### src/rtl/cwr_pkg.sv
package cwr_pkg;
    typedef enum logic [2:0] {
        OP_NOP    = 3'd0,
        OP_WRITE  = 3'd1,
        OP_DELETE = 3'd2,
        OP_MOVE   = 3'd3,
        OP_READ   = 3'd4,
        OP_MASK   = 3'd5
    } op_e;

    typedef enum logic [1:0] {
        MV_IDLE  = 2'd0,
        MV_CLEAR = 2'd1,
        MV_PLACE = 2'd2
    } mv_e;

    localparam logic [1:0] DSEL_BUS  = 2'd0;
    localparam logic [1:0] DSEL_MISS = 2'd1;
    localparam logic [1:0] DSEL_COPY = 2'd2;

    // one ternary cell: {odd, even}; empty is even=0, odd=1
    localparam logic [1:0] CELL_EMPTY = 2'b10;
endpackage

### src/rtl/cwr_src_sel.sv
module cwr_src_sel #(
    parameter int ADDR_W = 4,
    parameter int EW     = 16
) (
    input  logic              addr_sel,
    input  logic [1:0]        data_sel,
    input  logic [ADDR_W-1:0] bus_addr,
    input  logic [EW-1:0]     bus_data,
    input  logic [ADDR_W-1:0] hit_addr,
    input  logic [EW-1:0]     miss_key,
    input  logic [EW-1:0]     copy_word,
    output logic [ADDR_W-1:0] wr_addr,
    output logic [EW-1:0]     wr_data
);
    import cwr_pkg::*;

    always_comb begin
        wr_addr = addr_sel ? hit_addr : bus_addr;
        case (data_sel)
            DSEL_MISS: wr_data = miss_key;
            DSEL_COPY: wr_data = copy_word;
            default:   wr_data = bus_data;
        endcase
    end
endmodule

### src/rtl/cwr_mask_merge.sv
module cwr_mask_merge #(
    parameter int EW = 16
) (
    input  logic [EW-1:0] old_word,
    input  logic [EW-1:0] new_word,
    input  logic [EW-1:0] keep_mask,
    output logic [EW-1:0] merged
);
    // mask bit 1 keeps what is stored, 0 takes the new bit
    assign merged = (old_word & keep_mask) | (new_word & ~keep_mask);
endmodule

### src/rtl/cwr_write_path.sv
module cwr_write_path #(
    parameter int ADDR_W = 4,
    parameter int CELLS  = 8
) (
    input  logic                 clk,
    input  logic                 rst_n,
    input  logic                 cmd_valid,
    input  logic [2:0]           cmd_op,
    input  logic [ADDR_W-1:0]    cmd_addr,
    input  logic [ADDR_W-1:0]    cmd_dst,
    input  logic [2*CELLS-1:0]   cmd_data,
    input  logic                 cmd_addr_sel,
    input  logic [1:0]           cmd_data_sel,
    input  logic                 cmd_dual,
    input  logic                 srch_valid,
    input  logic                 srch_hit,
    input  logic [ADDR_W-1:0]    srch_addr,
    input  logic [2*CELLS-1:0]   srch_key,
    output logic                 busy,
    output logic                 err,
    output logic                 rd_valid,
    output logic [2*CELLS-1:0]   rd_data,
    output logic                 idx_valid,
    output logic [ADDR_W-1:0]    idx_addr
);
    import cwr_pkg::*;

    localparam int EW      = 2 * CELLS;
    localparam int ENTRIES = 1 << ADDR_W;
    localparam int OFF_W   = ADDR_W - 1;
    localparam int NMAT    = 2;
    localparam logic [EW-1:0] EMPTY_WORD = {CELLS{CELL_EMPTY}};

    typedef struct packed {
        logic [ENTRIES-1:0][EW-1:0] mem;
        logic [EW-1:0]              copy;
        logic [EW-1:0]              miss;
        logic [EW-1:0]              wmask;
        logic [ADDR_W-1:0]          hit;
        logic [ADDR_W-1:0]          mv_src;
        logic [ADDR_W-1:0]          mv_dst;
        mv_e                        mv;
        logic                       rd_valid;
        logic [EW-1:0]              rd_data;
        logic                       idx_valid;
        logic [ADDR_W-1:0]          idx_addr;
        logic                       err;
    } state_t;

    state_t st_d, st_q;

    logic [ADDR_W-1:0] wr_addr;
    logic [EW-1:0]     wr_data;
    logic [ADDR_W-1:0] tgt_addr [NMAT];
    logic [EW-1:0]     merged   [NMAT];
    logic              accept;

    cwr_src_sel #(.ADDR_W(ADDR_W), .EW(EW)) u_src (
        .addr_sel  (cmd_addr_sel),
        .data_sel  (cmd_data_sel),
        .bus_addr  (cmd_addr),
        .bus_data  (cmd_data),
        .hit_addr  (st_q.hit),
        .miss_key  (st_q.miss),
        .copy_word (st_q.copy),
        .wr_addr   (wr_addr),
        .wr_data   (wr_data)
    );

    // one merge per mat: the entry at the write offset in that mat
    for (genvar m = 0; m < NMAT; m++) begin : g_mat
        localparam logic MAT_BIT = 1'(m);
        assign tgt_addr[m] = {MAT_BIT, wr_addr[OFF_W-1:0]};
        cwr_mask_merge #(.EW(EW)) u_merge (
            .old_word  (st_q.mem[tgt_addr[m]]),
            .new_word  (wr_data),
            .keep_mask (st_q.wmask),
            .merged    (merged[m])
        );
    end

    assign busy   = (st_q.mv != MV_IDLE);
    assign accept = cmd_valid && !busy;

    always_comb begin
        st_d           = st_q;
        st_d.rd_valid  = 1'b0;
        st_d.idx_valid = 1'b0;
        st_d.err       = cmd_valid && busy;

        if (srch_valid) begin
            if (srch_hit) st_d.hit  = srch_addr;
            else          st_d.miss = srch_key;
        end

        case (st_q.mv)
            MV_CLEAR: begin
                st_d.mem[st_q.mv_src] = EMPTY_WORD;
                st_d.mv               = MV_PLACE;
            end
            MV_PLACE: begin
                st_d.mem[st_q.mv_dst] = st_q.copy;
                st_d.mv               = MV_IDLE;
            end
            default: ;
        endcase

        if (accept) begin
            case (op_e'(cmd_op))
                OP_WRITE: begin
                    if (cmd_dual) begin
                        for (int m = 0; m < NMAT; m++) st_d.mem[tgt_addr[m]] = merged[m];
                    end else begin
                        st_d.mem[wr_addr] = merged[wr_addr[ADDR_W-1]];
                    end
                    if (cmd_addr_sel) begin
                        st_d.idx_valid = 1'b1;
                        st_d.idx_addr  = wr_addr;
                    end
                end
                OP_DELETE: st_d.mem[cmd_addr] = EMPTY_WORD;
                OP_MOVE: begin
                    st_d.copy   = st_q.mem[cmd_addr];
                    st_d.mv_src = cmd_addr;
                    st_d.mv_dst = cmd_dst;
                    st_d.mv     = MV_CLEAR;
                end
                OP_READ: begin
                    st_d.rd_valid = 1'b1;
                    st_d.rd_data  = st_q.mem[cmd_addr];
                end
                OP_MASK: st_d.wmask = cmd_data;
                default: ;
            endcase
        end
    end

    always_ff @(posedge clk) begin
        if (!rst_n) begin
            st_q     <= '0;
            st_q.mem <= {ENTRIES{EMPTY_WORD}};
        end else begin
            st_q <= st_d;
        end
    end

    assign err       = st_q.err;
    assign rd_valid  = st_q.rd_valid;
    assign rd_data   = st_q.rd_data;
    assign idx_valid = st_q.idx_valid;
    assign idx_addr  = st_q.idx_addr;
endmodule

### config.mk
export PLATFORM = sky130hd
export DESIGN_NAME = cwr_write_path
export DESIGN_NICKNAME = d
export VERILOG_FILES = /design/src/rtl/cwr_pkg.sv /design/src/rtl/cwr_src_sel.sv /design/src/rtl/cwr_mask_merge.sv /design/src/rtl/cwr_write_path.sv
export SDC_FILE = /design/constraint.sdc
export NUM_CORES = 1
export LEC_CHECK = 0
export BUFFER_PORTS_ARGS = -buffer_cell sky130_fd_sc_hd__buf_2
export CORE_UTILIZATION = 25
export CTS_CLUSTER_DIAMETER = 40
export DETAILED_ROUTE_END_ITERATION = 6
export SETUP_SLACK_MARGIN = 0.5
export SYNTH_ARGS = -nofsm -noshare
export SYNTH_HDL_FRONTEND = slang
export SYNTH_SLANG_ARGS = --single-unit
### constraint.sdc
create_clock -name clk -period 2.4 [get_ports clk]
set_input_delay 0.12 -clock clk [delete_from_list [all_inputs] [get_ports clk]]
set_output_delay 0.12 -clock clk [all_outputs]
set_load 0.005 [all_outputs]
==> impl_results.md <==
* Clock tree sinks at 341
* Async set or reset register ratio after synthesis at 0
* Area after detailed placement at 0.0257 mm²
* Clock tree from TritonCTS: built
* Smallest setup slack after layout at 0.141 ns
* Max Slew Vio Count at 0
* Worst slack at placement at -0.143 ns
* Leakage power total at 11.9 nW
* Synthesis-stage register bit count at 341
* Final period util at 0.941
* Weighted congestion at the end of routability-driven global placement at 1.07
* Number of buffers and inverters on the critical path at 4
* Iteration-0 DRC count of the detailed router at 3,945
* Number of instances in the synthesized netlist at 2,615
* Worst slew margin relative to its limit at 0.421
* Aggregate routed wire length at 130,000 µm
* Layout Skew at 0.0405 ns
* Buffers on Ports at 79
* Max Clock Freq at 0.443 GHz
* Post-detailed-route wirelength per cell at 30.4 µm
* Horiz. Die Dim at 294 µm
* IO Pins at 80
* Final setup violation count at 0
* Category of the worst setup path launch point: register
* Final net count at 3,154
* Wire length of the first global-routing pass at 180,000 µm
* Slew @ Worst Pin at 0.859 ns
* Layout filler cell count at 8,460
* First drt pass iteration count at 6
* Antenna-violating nets left at 0
* Share of post-route cells with drive strength above 1 at 0.405
* Largest delay contributor family on the critical path: compound AO/OA/AOI/OAI gates
* Total number of placement rows at 106
* Cell seen most often among critical-path stages: buf_12
* Clock Tree Root: clkbuf_16
* Cell area power density at 701 mW/mm²
* Critical Path AT at 2.77 ns
* Maximum fanout along the worst path at 10
* Worst setup EP type: register
* Outcome: completed
* Library cells used by synthesis at 94
* Synth area leader: dfxtp_1
* Maximum resistive drop on vdd at 0.537 mV
* Required time of the critical path at 2.91 ns
* Vias after detailed routing at 26.5k
* Number of global-route vias before repair at 24.5k
* Max_cap viols at 0
* Cell types occupying the most area after synthesis: dfxtp_1 (32%), mux4_2 (8.0%), nand2_1 (7.9%)
* Time the worst path needs with I/O delays and setup at 2.26 ns
* Highest cell delay on the worst timing path at 0.32 ns
* Clk buf depth at 3
* Critical path class: register to register
* Cell with the largest stage delay on the worst path: dfxtp_2
* Cell area after synthesis at 0.0213 mm²
* Number of enable-type register cells in the synthesized netlist at 0
* HPWL after detailed placement at 97,500 µm
* Critical path cell sequence: buf_12 > mux2_4 > buf_12 > buf_4 > nand2_1 > nand3_1 > a22o_1 > a21oi_2 > buf_6 > o2bb2a_1
* Area enclosed by the die boundary at 0.0865 mm²
* Net Count, Synth at 2,677
* Remaining global-route overflow at 0
* Initial antenna violation count at 4
* Primary FF master, synth: dfxtp_1
* DRC violations left at 0
* Total global routing track utilization at 0.288
* Register area share after synthesis at 0.320
* Area share of the largest cell type after synthesis at 0.320
* Htree depth at 3
* Core region area at 0.0841 mm²
* Latest clock arrival within the worst-skew pair at 0.65 ns
* Starting utilization of the core area at 0.254
* RSZ-0062 raised after global routing: yes
* Cell area after layout at 0.0330 mm²
* Hold Path Class: input pin to register
* Count of final hold-check violations at 0
* Hold slack at 0.0314 ns
* Detail-routed via count per cell at 6.18
* Synth-to-layout area growth at 54.4%
* Die height at 294 µm
* Number of clock buffers inserted by TritonCTS at 76
* Per-instance average area after synthesis at 8.16 µm²
* Yosys warning count at 0
* Clock-pin slew of the registers on the worst-case setup and hold paths at 0.05 ns
* Pin count of the biggest net entering global routing at 53
[power by group]
part           internal [mW]  leakage, nW  switching, mW
clock network           7.60         1.38           3.87
logic                   2.14         7.74           2.96
registers               6.04         2.77          0.494
[metal layers]
| layer | up-vias | routed length [µm] | track usage |
|---|---|---|---|
| li1 | 11000 | - | - |
| met4 | 6 | 7540 | 0.131 |
| met5 | - | 34 | 0 |
| met3 | 495 | 19300 | 0.0960 |
| met2 | 2212 | 53600 | 0.424 |
| met1 | 12800 | 49700 | 0.379 |
[stage by stage]
step	std cells	util	power, mW	TNS, ns
final	4290	0.392	23.1	0
after global routing	4290	0.392	23.6	0
after CTS	4235	0.362	22.4	0
after detailed placement	3994	0.305	10.4	-1.07
after global placement	3994	0.305	10.5	-1.50
after floorplan	2615	-	8.52	0
[state kept, by name (all words and copies together) (netlist names)]
register	count
rd_valid	1
idx_valid	1
err	1
st_q	318
idx_addr	4
rd_data	16
[cells in the mapped netlist (57+ instances only)]
cell type and instances:
a21oi_1 100, a221oi_1 65, a22o_1 57, a22oi_1 136, clkbuf_1 119, dfxtp_1 341
mux4_2 76, nand2_1 448, nand3_1 110, nor2_1 135, o21ai_0 213, o22ai_1 142
[path summary, 6_finish.rpt]
| path | from | end | slack (ns) | cells past startpoint |
|---|---|---|---|---|
| min reg2reg | st_q[65] | st_q[65] | 0.46 | 2 |
| max reg2reg | st_q[34] | st_q[166] | 0.14 | 10 |
| min | srch_hit | st_q[65] | 0.03 | 5 |
| max | st_q[34] | st_q[166] | 0.14 | 10 |
[worst register-to-register path: cells and delay by family (launching register included)]
kind                   cells  cell delay (ns)
AOI/OAI and AO/OA          3             0.71
buffers and inverters      4             0.63
DFF                        1             0.32
and+or+nand+nor            2             0.13
muxes                      1             0.32
[repair_timing]
item                                    4_1_cts  5_1_grt
cloned                                        5        7
hold endpoints to repair                     47        0
endpoints found under the setup margin      290      299
setup buffers                                52       47
gates resized for setup                     218      469
pin swaps                                    37      126
hold buffers                                 43        0
[cell families after synthesis]
logic type                 after synthesis  synth area share
muxes                                  128             0.106
and+or+nand+nor                        903             0.195
buffers and inverters                  250            0.0533
adders and majority gates                6           0.00352
AOI/OAI and AO/OA                      987             0.322
DFF                                    341             0.320
[cell usage in the layout (no fill, tap or decap), drive strengths merged, types with 8 or more instances in the layout]
| cell | synthesis | layout |
|---|---|---|
| and2 | 19 | 19 |
| a32oi | 25 | 25 |
| a21boi | 44 | 44 |
| nor2 | 137 | 137 |
| a22o | 57 | 57 |
| inv | 26 | 30 |
| nand2b | 27 | 28 |
| mux4 | 76 | 76 |
| a21oi | 102 | 102 |
| buf | 104 | 571 |
| clkbuf | 119 | 100 |
| nand3 | 110 | 110 |
| nor3 | 32 | 32 |
| o211ai | 17 | 17 |
| and3 | 41 | 41 |
| nor3b | 10 | 10 |
| o21ai | 228 | 228 |
| clkinv | 1 | 28 |
| a211oi | 10 | 10 |
| mux2i | 34 | 34 |
| mux2 | 18 | 18 |
| nand2 | 448 | 449 |
| nand3b | 8 | 8 |
| o2bb2ai | 12 | 12 |
| a221oi | 65 | 65 |
| a221o | 14 | 14 |
| o22a | 8 | 8 |
| o21a | 10 | 10 |
| nor2b | 20 | 20 |
| o22ai | 142 | 142 |
| dfxtp | 341 | 341 |
| a31o | 11 | 11 |
| dlygate4sd3 | 0 | 43 |
| a22oi | 136 | 136 |
| o31ai | 24 | 24 |
| bufinv | 0 | 12 |
| a31oi | 14 | 14 |
| or3 | 8 | 8 |
| o221ai | 12 | 12 |
| or2 | 16 | 16 |
[final cells by class]
type,instances,area (µm²),share of cell area
Antenna cell,1,2.50,0.0000759
Inverter,27,105,0.00319
Tap cell,1134,1420,0.0431
Multi-Input combinational cell,2026,15900,0.484
Timing Repair Buffer,620,5820,0.177
Sequential cell,341,6840,0.208
Clock inverter,47,728,0.0221
Clock buffer,94,2100,0.0637
Note: power is estimated with default switching activity, not from simulation.
